**src/rtl/enc_act_pkg.sv**
```systemverilog
package enc_act_pkg;
  localparam int DATA_W   = 64;
  localparam int LOCK_B   = 0;
  localparam int EN_B     = 1;
  localparam int KSEL_B   = 2;
  localparam int POL_LO   = 4;
  localparam int POL_W    = 4;
  localparam int KID_LO   = 32;
  localparam int KID_W    = 4;
  localparam int ALG_LO   = 48;

  // Bits that must be zero in a written word.
  function automatic logic [DATA_W-1:0] rsvd_mask();
    logic [DATA_W-1:0] m;
    m = '0;
    for (int i = 0; i < DATA_W; i++) begin
      if ((i >= POL_LO + POL_W && i <= 30) ||
          (i >= KID_LO + KID_W && i < ALG_LO) ||
          (i == ALG_LO + 1) || (i >= ALG_LO + 3))
        m[i] = 1'b1;
    end
    return m;
  endfunction
endpackage

```
**src/rtl/enc_act_check.sv**
```systemverilog
module enc_act_check
  import enc_act_pkg::*;
(
  input  logic [DATA_W-1:0] wdata,
  input  logic [DATA_W-1:0] cap,
  input  logic              is_locked,
  input  logic              is_busy,
  output logic              reject,
  output logic              need_key
);
  localparam logic [DATA_W-1:0] RSVD = rsvd_mask();

  logic [POL_W-1:0] pol;
  logic [KID_W-1:0] kid;
  logic [KID_W-1:0] kid_max;
  logic             rsvd_hit, pol_bad, kid_bad;

  always_comb begin
    pol      = wdata[POL_LO +: POL_W];
    kid      = wdata[KID_LO +: KID_W];
    kid_max  = cap[KID_LO +: KID_W];
    rsvd_hit = |(wdata & RSVD);
    pol_bad  = ~cap[pol];
    kid_bad  = (kid > kid_max) || ((kid != '0) && !wdata[EN_B]);
    reject   = is_locked | is_busy | rsvd_hit | pol_bad | kid_bad;
    need_key = wdata[EN_B];
  end
endmodule

```
**src/rtl/enc_act_keyhs.sv**
```systemverilog
module enc_act_keyhs (
  input  logic clk,
  input  logic rst,
  input  logic start,
  input  logic sel,
  input  logic ack,
  input  logic pass,
  output logic req,
  output logic req_sel,
  output logic done,
  output logic done_pass
);
  logic req_q, sel_q;

  always_ff @(posedge clk) begin
    if (rst) begin
      req_q <= 1'b0;
      sel_q <= 1'b0;
    end else if (req_q) begin
      if (ack) req_q <= 1'b0;
    end else if (start) begin
      req_q <= 1'b1;
      sel_q <= sel;
    end
  end

  assign req       = req_q;
  assign req_sel   = sel_q;
  assign done      = req_q & ack;
  assign done_pass = pass;

  AST_REQ_HELD: assert property (@(posedge clk) disable iff (rst)
    (req_q && !ack) |=> req_q);
  AST_SEL_STABLE: assert property (@(posedge clk) disable iff (rst)
    (req_q && !ack) |=> $stable(sel_q));
endmodule

```
**src/rtl/enc_activate_reg.sv**
```systemverilog
module enc_activate_reg
  import enc_act_pkg::*;
(
  input  logic              clk,
  input  logic              rst,
  input  logic              wr_en,
  input  logic [DATA_W-1:0] wr_data,
  input  logic [DATA_W-1:0] cap_word,
  output logic              key_req,
  output logic              key_restore,
  input  logic              key_ack,
  input  logic              key_pass,
  output logic [DATA_W-1:0] rd_data,
  output logic              locked,
  output logic              busy,
  output logic              gp_fault
);
  localparam logic [DATA_W-1:0] LOW2 = DATA_W'(3);

  logic [DATA_W-1:0] reg_q, pend_q;
  logic              gp_q;
  logic              reject, need_key, start, done, done_pass;

  enc_act_check u_check (
    .wdata    (wr_data),
    .cap      (cap_word),
    .is_locked(reg_q[LOCK_B]),
    .is_busy  (key_req),
    .reject   (reject),
    .need_key (need_key)
  );

  assign start = wr_en & ~reject & need_key;

  enc_act_keyhs u_hs (
    .clk      (clk),
    .rst      (rst),
    .start    (start),
    .sel      (wr_data[KSEL_B]),
    .ack      (key_ack),
    .pass     (key_pass),
    .req      (key_req),
    .req_sel  (key_restore),
    .done     (done),
    .done_pass(done_pass)
  );

  always_ff @(posedge clk) begin
    if (rst) begin
      reg_q  <= '0;
      pend_q <= '0;
      gp_q   <= 1'b0;
    end else begin
      gp_q <= 1'b0;
      if (wr_en) begin
        if (reject)
          gp_q <= 1'b1;
        else if (!need_key)
          reg_q <= {wr_data[DATA_W-1:1], 1'b1};
        else
          pend_q <= wr_data;
      end
      if (done) begin
        if (done_pass)
          reg_q <= pend_q | LOW2;
        else if (pend_q[KID_LO +: KID_W] == '0)
          reg_q <= pend_q & ~LOW2;
      end
    end
  end

  assign rd_data  = reg_q;
  assign locked   = reg_q[LOCK_B];
  assign busy     = key_req;
  assign gp_fault = gp_q;

  AST_FAULT_KEEPS_REG: assert property (@(posedge clk) disable iff (rst)
    gp_q |-> $stable(reg_q));
  AST_FAULT_FROM_WRITE: assert property (@(posedge clk) disable iff (rst)
    gp_q |-> $past(wr_en));
  AST_LOCK_STICKY: assert property (@(posedge clk) disable iff (rst)
    reg_q[LOCK_B] |=> reg_q[LOCK_B]);
  AST_EN_NEEDS_LOCK: assert property (@(posedge clk) disable iff (rst)
    reg_q[EN_B] |-> reg_q[LOCK_B]);
  AST_BUSY_FROZEN: assert property (@(posedge clk) disable iff (rst)
    (key_req && !key_ack) |=> $stable(reg_q));
endmodule

```
**config.mk**
```make
export PLATFORM = sky130hd
export DESIGN_NAME = enc_activate_reg
export DESIGN_NICKNAME = d
export VERILOG_FILES = /design/src/rtl/enc_act_pkg.sv /design/src/rtl/enc_act_check.sv /design/src/rtl/enc_act_keyhs.sv /design/src/rtl/enc_activate_reg.sv
export SDC_FILE = /design/constraint.sdc
export NUM_CORES = 1
export LEC_CHECK = 0
export BUFFER_PORTS_ARGS = -buffer_cell sky130_fd_sc_hd__clkbuf_2
export CAP_MARGIN = 20
export CORE_MARGIN = 2
export CORE_UTILIZATION = 40
export DETAILED_ROUTE_END_ITERATION = 10
export HOLD_SLACK_MARGIN = 0.12
export PLACE_DENSITY = 0.73
export SLEW_MARGIN = 15
export SYNTH_ARGS = -nofsm -noshare
export SYNTH_HDL_FRONTEND = slang
export SYNTH_HIERARCHICAL = 1
export SYNTH_SLANG_ARGS = --single-unit
```
**constraint.sdc**
```tcl
create_clock -name clk -period 3.4 [get_ports clk]
set_input_delay 0.68 -clock clk [delete_from_list [all_inputs] [get_ports clk]]
set_output_delay 0.68 -clock clk [all_outputs]
set_load 0.005 [all_outputs]
```
; ---- Word level (Yosys, flattened, before mapping)
; Cells that the tools add are included.
; Widths: inputs -> output; s select.
[totals]
latchBits = 0
romBits = 0
input_bits = 133
mem_count = 0
ff_bits = 131
out_inout_bits = 69
mem_bits_rw = 0
[classes]
muxes = 12
n_addsub = 0
n_bitwise = 11
mul = 0
reduce_logical = 9
div_mod_pow = 0
order_cmp = 2
shifts = 0
n_eq_ne = 0
[ops]
columns = operator, count
row1 = $mux 64, 6
row2 = $reduce_or 49->1, 1
row3 = $lt 4x7->1 const B, 1
row4 = $mux 1, 5
row5 = $bmux 1 s4, 1
row6 = $gt 4x4->1, 1
row7 = $logic_not 4->1, 1
row8 = $not 1->1, 4
row9 = $or 1x1->1, 4
row10 = $reduce_bool 4->1, 1
row11 = $and 1x1->1, 3
row12 = $reduce_and 3->1, 1
row13 = $reduce_and 2->1, 1
row14 = $reduce_or 2->1, 1
row15 = $logic_and 1x1->1, 1
row16 = $logic_not 1->1, 1
row17 = $logic_or 1x1->1, 1

; ---- Depth between registers and ports, before layout
; Gate-level depths: netlist of run 1.
[logic_depth]
depth_word = 10
mapped_depth = 12

; ---- Hierarchy
; The synthesis of run 1 kept the hierarchy.
[modules_own_cells]
columns = mod, cells_each, area_each_um2, n_inst
row1 = enc_activate_reg, 650, 5411.4, 1
row2 = enc_act_check, 41, 365.4, 1
row3 = enc_act_keyhs, 10, 98.8, 1

; ---- Least setup slack after synthesis of run 1
; No wires, ideal clock.
[synth_path]
kind = input to register
start = input port cap_word[33]
end = register reg_q[1] (netlist: rd_data[1])
arrival_time_ps = 2534
path_stages = 11
required_time_ps = 3269
slack_ps = 735
cell_sequence = inv_1 -> ha_1 -> nor2b_1 -> o211a_1 -> o21ai_0 -> nand3_1 -> or3b_2 -> buf_2 -> buf_2 -> mux2i_1 -> o22ai_1
[synth_via]
elab_chain_cells = 8
[synth_rtl]
columns = element, line_no
row1 = from (decl), enc_activate_reg.sv:8  ; input logic [DATA_W-1:0] cap_word,
row2 = $gt 4x4->1 *, enc_act_check.sv:24  ; kid_bad = (kid > kid_max) || ((kid != '0) && !wdata[EN_B]);
row3 = $logic_or 1x1->1 *, enc_act_check.sv:24
row4 = $or 1x1->1 *, enc_act_check.sv:25  ; reject = is_locked | is_busy | rsvd_hit | pol_bad | kid_bad;
row5 = net reject, enc_activate_reg.sv:22  ; logic reject, need_key, start, done, done_pass;
row6 = $mux 64 *, enc_activate_reg.sv:56  ; if (reject)
row7 = $mux 64 *, enc_activate_reg.sv:55  ; if (wr_en) begin
row8 = $mux 64, enc_activate_reg.sv:66  ; else if (pend_q[KID_LO +: KID_W] == '0)
row9 = $mux 64, enc_activate_reg.sv:64  ; if (done_pass)
row10 = $mux 64 *, enc_activate_reg.sv:63  ; if (done) begin
row11 = to (signal assigned), enc_activate_reg.sv:59  ; reg_q <= {wr_data[DATA_W-1:1], 1'b1};
row12 = to (signal assigned), enc_activate_reg.sv:65  ; reg_q <= pend_q | LOW2;
row13 = to (signal assigned), enc_activate_reg.sv:67  ; reg_q <= pend_q & ~LOW2;
row14 = to (decl), enc_activate_reg.sv:20  ; logic [DATA_W-1:0] reg_q, pend_q;
; Mark *: on every way through the listed nets, which the timed path passes. The rest lies on a longest branch.
; A chain may end at the register's enable or synchronous reset.

; ---- Worst setup path in the final report of run 1
[layout_path]
start = input port wr_data[33]
end = register reg_q[1] (netlist: rd_data[1])
[layout_via]
elab_chain_cells = 9
elab_cells_between_ends = 10
[layout_rtl]
columns = element, line_no
row1 = from (decl), enc_activate_reg.sv:7  ; input logic [DATA_W-1:0] wr_data,
row2 = "parallel branches: the longest is 2 deep, another holds $gt 4x4->1", --
row3 = $logic_or 1x1->1 *, enc_act_check.sv:24
row4 = $or 1x1->1 *, enc_act_check.sv:25
row5 = net reject, enc_activate_reg.sv:22
row6 = $mux 64 *, enc_activate_reg.sv:56
row7 = $mux 64 *, enc_activate_reg.sv:55
row8 = $mux 64, enc_activate_reg.sv:66
row9 = $mux 64, enc_activate_reg.sv:64
row10 = $mux 64 *, enc_activate_reg.sv:63
; Mark *: on every way through the listed nets, which the timed path passes.

==> results of run 1 <==
[power by group through the flow]
stage	sequential [mW]	combinational (mW)	clock (mW)
after global routing	1.51	0.181	1.97
after global placement	1.55	0.167	0
after CTS	1.51	0.168	1.90
final	1.51	0.169	1.88
after detailed placement	1.55	0.168	0
after floorplan	1.55	0.0641	0
[layout by cell type (no fill, tap or decap), types with 4 or more instances in the layout]
cell type	n
a211oi_1	32
a211oi_2	34
a21oi_1	67
a311oi_1	58
and3_1	4
buf_12	6
buf_4	12
clkbuf_16	17
clkbuf_2	155
clkinv_2	4
dfxtp_1	129
ha_1	4
inv_1	4
mux2i_1	4
mux4_1	4
nand2_1	246
nor4_1	15
[final cells by class]
cell class	instances	area (um2)	area share, %
clock buffer	22	474	6.43
clock inverter	10	133	1.80
sequential	129	2580	35.0
multi-input combinational	495	2950	39.9
tap	184	230	3.12
timing repair buffer	173	986	13.4
inverter	7	26.3	0.356
[logic make-up after synthesis]
group                      count (synthesis)
AOI/OAI and AO/OA                        200
adders and majority gates                  4
buffers and inverters                     77
DFF                                      129
muxes                                      8
and+or+nand+nor                          283
[layer usage]
metal	wire length, um	GRT usage, %	up-vias
met3	1180	5.26	28
met5	0	0	-
met4	384	8.43	0
met2	7940	35.0	212
li1	-	-	2766
met1	7930	30.0	2714
[worst reg2reg max path, delay by kind of cell, from the launching register on]
kind	cells	cell delay, ns
compound gates	1	0.09
buf+inv	1	0.27
flops	1	0.39
mux	1	0.19
simple gates	5	1.44
[registers in the layout, indices dropped and copies added (netlist names)]
register / flops
rd_data: 64
u_hs/req_sel: 1
gp_fault: 1
pend_q: 62
u_hs/req: 1
[worst paths after layout]
check | slack, ns | from | end
worst max-delay path | 0.74 | wr_data[33] | rd_data[1]$_SDFF_PP0_
worst min-delay path | 0.45 | pend_q[16]$_SDFFE_PP0P_ | pend_q[16]$_SDFFE_PP0P_
worst max register to register | 0.90 | u_hs/req$_SDFF_PP0_ | rd_data[1]$_SDFF_PP0_
worst min register to register | 0.45 | pend_q[16]$_SDFFE_PP0P_ | pend_q[16]$_SDFFE_PP0P_
==> impl_metrics.tcl, run 1 <==
set metrics [dict create \
    viasPerCell 5.61 \
    cts_resized 0 \
    synthFlopType "dfxtp_1" \
    io_pins 202 \
    min_period_over_period_pct 78.2 \
    yosysTopAreaCell "dfxtp_1" \
    io_buffers 156 \
    ys_seq_area_share_pct 44.0 \
    comb_power_share_pct 4.7 \
    synth-simple-area-share_pct 19.8 \
    syn-cell-area_um2 5880 \
    synth_edf_count 0 \
    power.density_nw_per_um2 482 \
    synth.area.top_cells "dfxtp_1 (44%), nand2_1 (16%), a311oi_1 (8.6%)" \
    firstDrtPassIters 5 \
    dpl.cell_count 988 \
    synth_top_family_by_area "compound AO/OA/AOI/OAI gates" \
    placed_area_um2 6770 \
    grt_pass1_vias 5346 \
    internal_power_mw 2.78 \
    grt_overflow_total 0 \
    gp_congestion 0.776 \
    yosys_warnings 6 \
    post-route-util_pct 51.2 \
    syn-instance-count 701 \
    synth-compound-area-share_pct 26.7 \
    yosys.cell_count.top_type "nand2_1" \
    antenna_cells 0 \
    rows 44 \
    cap_violations 0 \
    clkPwrFrac_pct 52.7 \
    vias 5720 \
    cp.required_ns 3.68 \
    drc_errors 0 \
    grt_max_degree 64 \
    synth_xor_area_share_pct 0 \
    drt-total-wl_mm 17.4 \
    worst_setup_path_start_kind "input pin" \
    dieArea_um2 15700 \
    grt_pass1_wl_mm 28.2 \
    crit_type "in2reg" \
    crit_path_cell_trace "clkbuf_2 > ha_1 > nor2b_1 > o211a_1 > o21ai_0 > nand3_1 > or3b_2 > buf_4 > mux2i_1 > o22ai_1" \
    die_y_um 125 \
    p_seq_share_pct 42.5 \
    crit_buf_inv 2 \
    crit_path_top_delay_cell "or3b_2" \
    finalSetupViolCount 0 \
    power.leakage_nw 2.69 \
    cts_made_buffers 17 \
    hold_depth 2 \
    h-tree-depth 4 \
    cts_sinks 129 \
    cts_root_buffer "clkbuf_16" \
    stdcell_area_um2 7380 \
    cp_max_fo 29 \
    synth_top_area_share_pct 44.0 \
    clk_pin_slew_worst_paths_ns 0.05 \
    crit_cells 10 \
    area_growth_syn_to_layout_pct 25.6 \
    hpwl_mm 11.2 \
    synth_common_cells "nand2_1 (246), dfxtp_1 (129), a21oi_1 (67)" \
    max_freq_ghz 0.376 \
    cts-hold-fix-buffers 0 \
    fin_ws_ns 0.740 \
    ys_ff_latch 129 \
    avgRoutedWirePerCell_um 17.1 \
    outcome "complete, no violations" \
    crit_path_max_incr_delay_ns 0.49 \
    synth_fa_ha_area_share_pct 0.852 \
    cts_tree "done" \
    relSlewSlack_pct 34.7 \
    fill_cells 1389 \
    cp_top_family "simple AND/OR/NAND/NOR gates" \
    hold_ws_ns 0.451 \
    syn_avg_cell_area_um2 8.38 \
    initial_core_util_pct 40.7 \
    hold_viol 0 \
    grt_usage_pct 22.3 \
    power.share.switching_pct 21.8 \
    cts.path.max_buffers 2 \
    antenna_found_initial 0 \
    cp-end-kind "flip-flop" \
    reg2reg_depth 8 \
    synth_mux_area_share_pct 2.47 \
    switching_power_uw 775 \
    drive_gt1_share_pct 29.4 \
    cp.arrival_ns 2.94 \
    skew_ns 0.00604 \
    ir_drop_mv 0.334 \
    fin_crit_ns 2.66 \
    min_path_type "reg2reg" \
    cts_setup_buffers 0 \
    worst_pin_slew_ns 0.979 \
    synthArstFlopShare_pct 0 \
    die_w_um 125 \
    fin_tns_setup_ns 0 \
    clk_latency_ns 0.42 \
    syn_nets 838 \
    maxSlewViolCount 0 \
    drtIter0Drc 467 \
    core_region_area_um2 14400 \
    dp_slack_ns 0.330 \
    nets 960 \
    layoutNonFillerInstCount 1020 \
    rsz0062_at_grt "no" \
    power_mw 3.56 \
    synth.distinct_cells 37 \
    ant_nets 0 \
]
Note: power is estimated with default switching activity, not from simulation.
==> inputs of run 2 (changes only) <==
--- a/config.mk
+++ b/config.mk
@@ -11,7 +11,7 @@
 export CORE_UTILIZATION = 40
 export DETAILED_ROUTE_END_ITERATION = 10
 export HOLD_SLACK_MARGIN = 0.12
-export PLACE_DENSITY = 0.73
+export PLACE_DENSITY = 0.76
 export SLEW_MARGIN = 15
 export SYNTH_ARGS = -nofsm -noshare
 export SYNTH_HDL_FRONTEND = slang
==> constraint.sdc (replaced) <==
create_clock -name clk -period 2.4 [get_ports clk]
set_input_delay 0.48 -clock clk [delete_from_list [all_inputs] [get_ports clk]]
set_output_delay 0.48 -clock clk [all_outputs]
set_load 0.005 [all_outputs]
==> run 2 against run 1 <==
Net effect: die area is the same; clock skew increased by 0.0018 ns; combinational power increased by 82%; via count up 4.2%; wire length increased by 4.0%; final area rose by 8.1%; power grew 43%; sequential share of layout area is 2.6 points lower; critical path type unchanged; largest cell class unchanged; highest routed layer unchanged.
==> impl_metrics.tcl, run 2 (synthesis gave the netlist of run 1 again) <==
set metrics [dict create \
    power.leakage_nw 3.03 \
    min_to "pend_q[31]$_SDFFE_PP0P_" \
    firstDrtPassIters 5 \
    cp.arrival_ns 2.61 \
    drt-total-wl_mm 18.1 \
    cp_max_fo 18 \
    drive_gt1_share_pct 35.3 \
    grt_pass1_vias 5775 \
    clk_latency_ns 0.41 \
    stdcell_area_um2 7970 \
    fin_tns_setup_ns 0 \
    rr_endpoint "rd_data[63]$_SDFF_PP0_" \
    min_period_over_period_pct 95.9 \
    nets 1022 \
    avgRoutedWirePerCell_um 16.8 \
    drc_errors 0 \
    worstHoldStart "wr_data[31]" \
    grt_usage_pct 23.4 \
    clk_pin_slew_worst_paths_ns 0.05 \
    vias 5963 \
    core_region_area_um2 14400 \
    grt_overflow_total 0 \
    cts_root_buffer "clkbuf_16" \
    hold_ws_ns 0.305 \
    h-tree-depth 4 \
    maxSlewViolCount 0 \
    dieArea_um2 15700 \
    antenna_found_initial 0 \
    cts_made_buffers 17 \
    antenna_cells 0 \
    outcome "complete, no violations" \
    placed_area_um2 7280 \
    cts_sinks 129 \
    worst_setup_path_start_kind "input pin" \
    r2r_start "u_hs/req$_SDFF_PP0_" \
    largest_reg_flops 64 \
    hold_viol 0 \
    ir_drop_mv 0.469 \
    cts.path.max_buffers 2 \
    die_w_um 125 \
    rows 44 \
    relSlewSlack_pct 58.8 \
    viasPerCell 5.52 \
    cts-hold-fix-buffers 0 \
    die_y_um 125 \
    cts_tree "done" \
    ant_nets 0 \
    cp-end-kind "flip-flop" \
    grt_pass1_wl_mm 29.7 \
    fin_crit_ns 2.30 \
    cp.required_ns 2.71 \
    reg2reg_depth 10 \
    cts_setup_buffers 0 \
    finalSetupViolCount 0 \
    final_common_cell "nand2_1" \
    hold_depth 3 \
    max_freq_ghz 0.434 \
    most-common-layout-cells "nand2_1 (246), clkbuf_2 (155), dfxtp_1 (129)" \
    ff2ff_setup_slack_ns 0.13 \
    gp_congestion 0.811 \
    power.density_nw_per_um2 637 \
    crit_type "in2reg" \
    worst_pin_slew_ns 0.612 \
    post-route-util_pct 55.3 \
    area_growth_syn_to_layout_pct 35.7 \
    drtIter0Drc 413 \
    io_buffers 156 \
    hpwl_mm 11.7 \
    min_path_type "in2reg" \
    grt_max_degree 59 \
    io_pins 202 \
    skew_ns 0.00782 \
    initial_core_util_pct 40.7 \
    cap_violations 0 \
]
## run 2: cell count changes in the layout (fill, tap and decap cells not counted), moves of 2 or more
cell        before  now
buf_6            0    4
buf_12           6    9
nor4_1          15    9
a311oi_1        58   54
clkinv_2         4    2
clkbuf_8         3    7
a311oi_2         0    4
clkinvlp_4       3    0
nor4_2           0    6
buf_4           12   66
## run 2: stage by stage
stage	cells	setup WS, ns	total power [mW]
after floorplan	701	-0.0443	2.28
after global placement	1050	-0.354	2.49
after detailed placement	1050	-0.450	2.49
after CTS	1081	0.00862	5.10
after global routing	1081	-0.0222	5.24
final	1081	0.0981	5.08
## run 2: area by class of cell
cell class,count,area (um2)
fillers,1329,6450
multi-input cells,495,3020
clock buffers,27,533
flip-flops and latches,129,2580
well taps,184,230
repair buffers,235,1510
inverters,7,26.3
clock inverters,4,70.1
## run 2: report_power, final
part	total, mW	leakage (nW)	internal [mW]	switching (mW)
Sequential	2.14	1.04	2.14	0.000590
Combinational	0.308	1.69	0.147	0.161
Clock	2.63	0.299	1.72	0.911
## run 2: worst max-delay path by stage
stage,startpoint,to,cells past startpoint
6_report,wr_data[33],rd_data[63]$_SDFF_PP0_,12
3_3_place_gp,wr_data[4],pend_q[37]$_SDFFE_PP0P_,10
5_1_grt,wr_data[28],rd_data[53]$_SDFF_PP0_,12
4_1_cts,u_hs/req$_SDFF_PP0_,rd_data[4]$_SDFF_PP0_,10
2_1_floorplan,cap_word[33],rd_data[1]$_SDFF_PP0_,11
3_5_place_dp,wr_data[33],rd_data[4]$_SDFF_PP0_,12
## run 2: critical path: stages
cell and delay (ns):
clkbuf_2 0.10, ha_1 0.30, nor2b_1 0.14, o211a_1 0.22, o21ai_2 0.16, nand3_1 0.13
buf_4 0.18, nor3b_4 0.22, buf_6 0.16, buf_12 0.15, nand2_1 0.07, a311oi_1 0.28
## run 2: repair_timing
item	CTS	global route
gates resized for setup	1	19
endpoints found under the setup margin	3	108
pin swaps	0	3
## run 2: metal layers
layer	share of wire (%)	up-vias	track usage, %
met5	0	-	0
met3	6.6	25	5.43
met2	47	216	37.9
met1	45	2834	30.7
met4	1.8	0	8.43
li1	-	2888	-
==> inputs of run 3 (changes only) <==
--- a/config.mk
+++ b/config.mk
@@ -5,13 +5,15 @@
 export SDC_FILE = /design/constraint.sdc
 export NUM_CORES = 1
 export LEC_CHECK = 0
-export BUFFER_PORTS_ARGS = -buffer_cell sky130_fd_sc_hd__clkbuf_2
+export BUFFER_PORTS_ARGS = -buffer_cell sky130_fd_sc_hd__buf_2
 export CAP_MARGIN = 20
 export CORE_MARGIN = 2
 export CORE_UTILIZATION = 40
 export DETAILED_ROUTE_END_ITERATION = 10
 export HOLD_SLACK_MARGIN = 0.12
 export PLACE_DENSITY = 0.76
+export RECOVER_POWER = 50
+export SETUP_SLACK_MARGIN = 0.1
 export SLEW_MARGIN = 15
 export SYNTH_ARGS = -nofsm -noshare
 export SYNTH_HDL_FRONTEND = slang
==> run 3 against run 2 <==
Net effect: the flow now finishes with violations (negative setup slack); final area grew 7.0%; via count grew 3.4%; register-to-register slack lost 0.16 ns; clock power shrank 5%; utilization grew 3.9 points; cell count grew 1.4%; non-clock buffer count grew 13.
==> impl_metrics.tcl, run 3 (synthesis gave the netlist of run 1 again) <==
set metrics [dict create \
    switching_power_mw 1.12 \
    viasPerCell 5.63 \
    relSlewSlack_pct 39.2 \
    avgRoutedWirePerCell_um 17.9 \
    die_y_um 125 \
    cts_sinks 129 \
    cp.required_ns 2.63 \
    cp_top_family "simple AND/OR/NAND/NOR gates" \
    rsz0062_at_grt "yes" \
    min_period_over_period_pct 101 \
    fin_ws_ns -0.0253 \
    grt_overflow_total 0 \
    power.share.switching_pct 22.6 \
    largest_reg_flops 64 \
    regArea_um2 2590 \
    crit_path_max_incr_delay_ns 0.39 \
    cts_root_buffer "clkbuf_16" \
    max_freq_ghz 0.412 \
    drt-total-wl_mm 19.6 \
    clk_pin_slew_worst_paths_ns 0.06 \
    cp.arrival_ns 2.66 \
    drtIter0Drc 519 \
    fin_tns_setup_ns -0.0433 \
    area_growth_syn_to_layout_pct 45.2 \
    final_common_cell "nand2_1" \
    min_path_type "in2reg" \
    multiInputGateArea_um2 3210 \
    clkPwrFrac_pct 50.5 \
    h-tree-depth 4 \
    drive_gt1_share_pct 39.7 \
    placed_area_um2 7300 \
    cp-end-kind "flip-flop" \
    cts.path.max_buffers 2 \
    fill_cells 1238 \
    grt_usage_pct 23.8 \
    ant_nets 0 \
    fin_crit_ns 2.43 \
    grt_pass1_vias 5751 \
    gp_congestion 0.796 \
    cap_violations 0 \
    core_region_area_um2 14400 \
    maxSlewViolCount 0 \
    drc_errors 0 \
    finalSetupViolCount 4 \
    die_w_um 125 \
    initial_core_util_pct 40.7 \
    rows 44 \
    power.density_nw_per_um2 581 \
    cp_max_fo 8 \
    vias 6166 \
    p_seq_share_pct 43.2 \
    outcome "complete, but fails checks" \
    cts_made_buffers 17 \
    nets 1035 \
    comb_power_share_pct 6.3 \
    worst_pin_slew_ns 0.909 \
    cts-hold-fix-buffers 0 \
    stdcell_area_um2 8530 \
    worst_setup_path_start_kind "flip-flop" \
    clk_latency_ns 0.42 \
    grt_max_degree 52 \
    crit_buf_inv 4 \
    dieArea_um2 15700 \
    internal_power_mw 3.84 \
    grt_pass1_wl_mm 29.9 \
    crit_type "reg2reg" \
    power.leakage_nw 3.24 \
    hold_ws_ns 0.315 \
    crit_path_top_delay_cell "or3b_4" \
    io_buffers 156 \
    skew_ns 0.00548 \
    post-route-util_pct 59.2 \
    ir_drop_mv 0.495 \
    cts_tree "done" \
    hold_viol 0 \
    io_pins 202 \
    crit_path_cell_trace "nor4_4 > buf_4 > nand4_1 > nor4_2 > nand3_1 > buf_4 > or3b_4 > buf_12 > buf_12 > nand2_4 > a311oi_2" \
    firstDrtPassIters 5 \
    most-common-layout-cells "nand2_1 (220), buf_2 (143), dfxtp_1 (128)" \
    violations "negative setup slack" \
    power_mw 4.96 \
    antenna_found_initial 1 \
    hpwl_mm 11.7 \
]
## run 3: cell types whose count changed in the layout (fill, tap and decap cells not counted), moves of 3 or more
cell,delta
a311oi_1,-10
a311oi_2,+10
buf_12,+9
buf_2,+143
buf_4,-8
buf_6,+4
clkbuf_1,+9
clkbuf_16,+5
clkbuf_2,-155
clkinv_2,+4
clkinvlp_4,+3
nand2_1,-26
nand2_2,+20
nand2_4,+6
## run 3: worst paths after layout
kind	from	end	slack, ns	cells after the start
worst max register to register	rd_data[0]$_SDFF_PP0_	rd_data[42]$_SDFF_PP0_	-0.03	11
worst min-delay path	wr_en	gp_fault$_SDFF_PP0_	0.32	3
worst min register to register	pend_q[13]$_SDFFE_PP0P_	pend_q[13]$_SDFFE_PP0P_	0.45	2
worst max-delay path	rd_data[0]$_SDFF_PP0_	rd_data[42]$_SDFF_PP0_	-0.03	11
## run 3: final cells by class
type / count / area share, %
Multi-Input combinational cell: 495 / 37.7
Sequential cell: 129 / 30.3
Timing Repair Buffer: 248 / 22.2
Clock buffer: 22 / 5.79
Tap cell: 184 / 2.70
Clock inverter: 10 / 0.968
Inverter: 7 / 0.367
Antenna cell: 1 / 0.0293
## run 3: tightest hold or removal path: stages
cell	delay, ns
buf_2	0.12
nand2_1	0.05
nor2_1	0.03
## run 3: metrics by stage
step / setup slack (ns) / instances
floorplan: 0.0735 / 701
global placement: -0.532 / 1045
detailed placement: -0.535 / 1045
CTS: 0.0454 / 1088
global route: -0.156 / 1096
finish: -0.0253 / 1096
## run 3: power by group through the flow
| stage | Clock [mW] | Sequential, mW | Combinational (mW) |
|---|---|---|---|
| final | 2.50 | 2.14 | 0.312 |
| after detailed placement | 0 | 2.19 | 0.293 |
| after floorplan | 0 | 2.19 | 0.0914 |
| after global placement | 0 | 2.19 | 0.291 |
| after global routing | 2.64 | 2.14 | 0.334 |
| after CTS | 2.54 | 2.14 | 0.302 |
## run 3: metal layers
metal  vias up  track usage (%)  share of wire [%]
met4         0             9.35                2.5
met2       264             38.0                 47
li1       2933                -                  -
met1      2930             31.5                 43
met3        39             5.39                7.5
met5         -                0                  0
## run 3: what timing repair did
item / in CTS / in global routing
setup buffers: 7 / 1
endpoints found under the setup margin: 128 / 128
gates resized for setup: 28 / 53
pin swaps: 13 / 16
endpoints found under the hold margin: 0 / 0
gates cloned: 4 / 6
